--- config.mk ---
export PLATFORM = sky130hd
export DESIGN_NAME = sbc_counter
export DESIGN_NICKNAME = d
export VERILOG_FILES = /design/src/rtl/sbc_pkg.sv /design/src/rtl/sbc_op_decode.sv /design/src/rtl/sbc_state_reg.sv /design/src/rtl/sbc_tc_gen.sv /design/src/rtl/sbc_counter.sv
export SDC_FILE = /design/constraint.sdc
export NUM_CORES = 1
export LEC_CHECK = 0
export ABC_AREA = 1
export BUFFER_PORTS_ARGS = -buffer_cell sky130_fd_sc_hd__buf_4
export CORE_AREA = 4 4 41 43
export DETAILED_ROUTE_END_ITERATION = 10
export DIE_AREA = 0 0 45 47
export GPL_TIMING_DRIVEN = 0
export SLEW_MARGIN = 20
export SYNTH_ARGS = -nofsm -noshare
export SYNTH_HDL_FRONTEND = slang
export SYNTH_SLANG_ARGS = --single-unit
--- constraint.sdc ---
create_clock -name clk -period 1.48 [get_ports clk]
set_clock_uncertainty 0.1 [all_clocks]
set_input_delay 0.222 -clock clk [delete_from_list [all_inputs] [get_ports clk]]
set_output_delay 0.222 -clock clk [all_outputs]
set_load 0.005 [all_outputs]
--- src/rtl/sbc_pkg.sv ---
package sbc_pkg;

    // Operation applied to the state at the next rising edge
    typedef enum logic [1:0] {
        OP_CLEAR = 2'd0,
        OP_LOAD  = 2'd1,
        OP_COUNT = 2'd2,
        OP_HOLD  = 2'd3
    } op_e;

    // Raw control levels as seen at the pins
    typedef struct packed {
        logic clr_n;
        logic load_n;
        logic en_p;
        logic en_t;
    } ctl_t;

    // Fixed precedence: clear, then load, then count, then hold
    function automatic op_e pick_op(input ctl_t c);
        if (!c.clr_n)            return OP_CLEAR;
        else if (!c.load_n)      return OP_LOAD;
        else if (c.en_p && c.en_t) return OP_COUNT;
        else                     return OP_HOLD;
    endfunction

endpackage

--- src/rtl/sbc_op_decode.sv ---
module sbc_op_decode
    import sbc_pkg::*;
(
    input  ctl_t ctl,
    output op_e  op
);
    always_comb begin
        op = pick_op(ctl);
    end
endmodule

--- src/rtl/sbc_state_reg.sv ---
module sbc_state_reg
    import sbc_pkg::*;
#(
    parameter int WIDTH = 4
) (
    input  logic             clk,
    input  op_e              op,
    input  logic [WIDTH-1:0] din,
    output logic [WIDTH-1:0] q
);
    localparam logic [WIDTH-1:0] ONE = WIDTH'(1);

    logic [WIDTH-1:0] nxt;

    always_comb begin
        case (op)
            OP_CLEAR: nxt = '0;
            OP_LOAD:  nxt = din;
            OP_COUNT: nxt = q + ONE;
            default:  nxt = q;
        endcase
    end

    always_ff @(posedge clk) begin
        q <= nxt;
    end
endmodule

--- src/rtl/sbc_tc_gen.sv ---
module sbc_tc_gen #(
    parameter int WIDTH = 4
) (
    input  logic [WIDTH-1:0] q,
    input  logic             en_t,
    output logic             tc
);
    localparam logic [WIDTH-1:0] TOP = {WIDTH{1'b1}};

    assign tc = en_t && (q == TOP);
endmodule

--- src/rtl/sbc_counter.sv ---
module sbc_counter
    import sbc_pkg::*;
#(
    parameter int WIDTH = 4
) (
    input  logic             clk,
    input  logic             clr_n,
    input  logic             load_n,
    input  logic [WIDTH-1:0] din,
    input  logic             en_p,
    input  logic             en_t,
    output logic [WIDTH-1:0] q,
    output logic             tc
);
    ctl_t ctl;
    op_e  op;

    assign ctl = '{clr_n: clr_n, load_n: load_n, en_p: en_p, en_t: en_t};

    sbc_op_decode u_dec (
        .ctl (ctl),
        .op  (op)
    );

    sbc_state_reg #(.WIDTH(WIDTH)) u_reg (
        .clk (clk),
        .op  (op),
        .din (din),
        .q   (q)
    );

    sbc_tc_gen #(.WIDTH(WIDTH)) u_tc (
        .q    (q),
        .en_t (en_t),
        .tc   (tc)
    );
endmodule

[Yosys cells after proc, flatten, opt, wreduce, memory -nomap -nowiden]
Index checks and enable logic that the tools add are counted.
Widths: inputs -> output; s select.
Storage, ports and cells
  flip-flop bits (word level): 4
  input port bits: 9
Operators by class
  muxes and demuxes: 4
  add/sub/neg operators: 1
  equal/unequal tests: 3
  reduce and logical (&&, ||, !) cells: 4
Operators by type and width (number)
  $pmux 4 s3: 1
  $add 4x1->4 const B: 1
  $eq 4x4->1 const B: 1
  $mux 2: 2
  $reduce_bool 3->1: 1
  $eq 2x1->1 const B: 1
  $eq 2x2->1 const B: 1
  $logic_and 1x1->1: 2
  $logic_not 2->1: 1
  $mux 1: 1

[Logic depth before layout (Yosys ltp)]
  depth in word-level cells: 6
  depth in mapped cells: 4
  gate-level depth less buffers: 4

[Modules after synthesis]
A second synthesis with hierarchy kept.
Unflattened totals
  cells, all modules: 36
  area, all modules: 297.8 um^2
By module, submodules not included
  sbc_state_reg: sequential area each 120.1 um^2, times used 1, cells an instance 28, area each 265.3 um^2
  sbc_op_decode: sequential area each 0.0 um^2, times used 1, cells an instance 5, area each 20.0 um^2
  sbc_tc_gen: sequential area each 0.0 um^2, times used 1, cells an instance 3, area each 12.5 um^2

[Least setup slack after synthesis]
OpenSTA, ideal clock, no wires.
  path type: flip-flop to flip-flop
  start: register u_reg.q[0]
  end: register u_reg.q[2], data pin
  period minus slack after synthesis: 1.349 ns
  buffers on the path: 0
  stages on the path, launching flop included: 5
  path slack: 0.131 ns
  arrival time: 0.996 ns
  cells stage by stage: edfxtp_1 > ha_1 > or2_0 > nand3_1 > nand2_1
Between the ends
  cells in the longest elaborated chain, start to end: 2
RTL lines
  start, declared: line sbc_state_reg.sv:9  | output logic [WIDTH-1:0] q
  start signal, assigned: line sbc_state_reg.sv:25  | q <= nxt;
  $add 4x1->4: line sbc_state_reg.sv:19  | OP_COUNT: nxt = q + ONE;
  $pmux 4 s3: line sbc_state_reg.sv:16  | case (op)
  via u_reg.nxt[2]: line sbc_state_reg.sv:13  | logic [WIDTH-1:0] nxt;
The timed path passes the listed nets, and every way through them passes these cells.
A chain may end at the register's enable or synchronous reset.

[Worst setup path in the final report]
  start: register u_reg.q[0]
  end: output port tc
Between the ends
  cells in the longest elaborated chain, start to end: 2
RTL lines
  $eq 4x4->1: line sbc_tc_gen.sv:10  | assign tc = en_t && (q == TOP);
  $logic_and 1x1->1: line sbc_tc_gen.sv:10
  end, declared: line sbc_counter.sv:13  | output logic tc
Every way passes these cells.

==> metrics.txt <==
port bufs 13; drt drc 0; Power Internal 0.2670 mW; FMAX 710.5 MHz; top_reg_cell synth edfxtp_1; P_sw 0.08691 mW; Pwr Total 0.3539 mW; initial antenna violation count 0; Clock Power Share 39.6%; Die Wd 45 um; Ports 14; fill cell count 155; Die H 47 um; Seq pwr share 40.9%; run status complete, no violations; share of cells above drive strength 1 52.08%; worst vdd ir 0.0005126 V; Total GRT Usage 7.137%; Synth cell types 12; ANT cells 0; Seq. cell area 120.1 sq um; R2R Setup Slk 180 ps; synthesized area per cell 8.633 sq um; Synth-to-Final Area Change 61.35%; Least-Margin Pin Slew 198.3 ps; vias post-DR 265; Worst-path clk slew 40 ps; Congestion Overflow GR 0; Synth area leader edfxtp_1; setup TNS 0 ps; max reg flops 4; routed wire length 627 um; minimum clock period 1407 ps; area of the multi-input gates 132.6 sq um; critical path class flop to output port; die area 2115 sq um; startpoint types flop; Core Box Area 1301 sq um; max cap viols 0; switching share of power 24.56%; Cell Pwr Density 846.8 nW/um^2; post-layout worst setup margin 72.57 ps; sequential share of the synthesized area 46.38%; RSZ-0062 raised after global routing false; DP Wirelength 474.5 um; first-pass GRT wire length 1.021 mm; initial DRC count 0; routability congestion estimate 0.7477; via/cell ratio 4.206; pre-CTS setup slack 63.80 ps; flop and latch count out of synthesis 4; crit path capture tc; CP Launch Point u_reg.q[0]; pin count of the biggest net entering global routing 7; CTS tree done; Mapped Cells 30; Ys Warns 0; post-synth top area share 46.38%; Fin. Hold Viols 0; final slew viol count 0; worst r2r src u_reg.q[0]; num rows 13; Worst Path Arrival 1090 ps; r2r worst-path depth 4; vias in the first global route 250; final hold slack 190.6 ps; Rel. slew slack 86.74%; CP endpoint kind output port; r2r endpoint u_reg.q[2]; Comb power frac 19.5%; Reg with most FFs u_reg.q; Setup-failing EPs final 0; critical path peak fanout 2; Cell Area, Synth 259.0 sq um; # H-tree levels 1; largest registers u_reg.q: 4 flops; routed length per instance 9.952 um; clk_lat worst skew 240 ps; critical path required time 1160 ps; fin crit share 95.10%; Hold Crit Class input port to flop; CTS Buf Count 3; CTS max path bufs 2; asr flop ratio synth 0%; syn_nets 40; CTS sink cnt 4; Commonest cells post-synth 8 x nand3_1, 7 x nand2_1, 4 x edfxtp_1; number of synthesized flops with an enable pin 4; Leakage 0.1970 nW; Hold Buf Count CTS 0; count leader, synth nand3_1; 1st-pass router iterations 1; Root Buffer clkbuf_4; Nets 60; dominant cells by area after synthesis edfxtp_1 46%, nand3_1 15%, nand2_1 10%; Initial Util 19.90%; Detail Route Antenna Nets 0
-- placed cells by master (no fill, tap or decap) --
master and n:
inv_1 2, nor2_4 1, or2_0 1, nor2_2 1, edfxtp_1 4, nand4_1 1
inv_2 1, buf_4 15, nand2_1 7, o21ai_2 1, nand2_2 2, ha_2 1
clkbuf_4 3, nand3_1 8
-- metal layers --
layer  global-route usage, %  part of all wire [%]  wire length (um)
met3                   3.448                   8.8                55
met1                   8.046                    49               305
met5                       0                     0                 0
met4                   7.018                   1.9                12
met2                   9.605                    41               254
-- worst max-delay path, cell delays in order (launching register included) --
cell	delay, ps
edfxtp_1	400
ha_2	200
nand2_1	90
nor2_2	40
buf_4	120
-- power groups by stage --
stage,sequential [mW],clock (mW),combinational [mW]
finish,0.145,0.140,0.0689
floorplan,0.148,0,0.0209
CTS,0.146,0.147,0.0652
detailed placement,0.150,0,0.0586
global route,0.146,0.151,0.0759
global placement,0.149,0,0.0584
-- kinds of logic after synthesis --
kind of cell             share of synthesized area, %
AO/OA/AOI/OAI                                   3.382
adder cells (fa/ha/maj)                         4.830
buffers and inverters                           4.348
flip-flops                                      46.38
AND/OR/NAND/NOR                                 41.07
-- worst min path at each step --
stage	start	depth (start not counted)	slack, ps	endpoint
detailed placement	din[2]	3	430	u_reg.q[2]
finish	din[3]	3	190	u_reg.q[3]
floorplan	clr_n	2	340	u_reg.q[1]
global route	din[0]	3	200	u_reg.q[0]
global placement	din[2]	3	430	u_reg.q[2]
CTS	din[2]	3	180	u_reg.q[2]
-- repair_timing --
action / CTS / global route
gates resized for setup: 0 / 2
setup endpoints to repair: 1 / 1
pin swaps: 0 / 1
buffers inserted: 1 / 1
-- per-stage QoR --
stage / utilization [%] / area, sq um / std cells
6_report: 32.12 / 417.9 / 63
5_1_grt: 32.12 / 417.9 / 63
4_1_cts: 31.15 / 405.4 / 62
3_5_place_dp: 28.85 / 375.4 / 58
3_3_place_gp: 28.85 / 375.4 / 58
2_1_floorplan: - / 259.0 / 30
-- layout make-up --
type	count	share of cell area, %
multi-input cells	23	31.74
flip-flops and latches	4	28.74
repair buffers	15	26.95
clock buffers	3	5.389
well taps	15	4.491
inverters	3	2.695
Note: power is estimated with default switching activity, not from simulation.
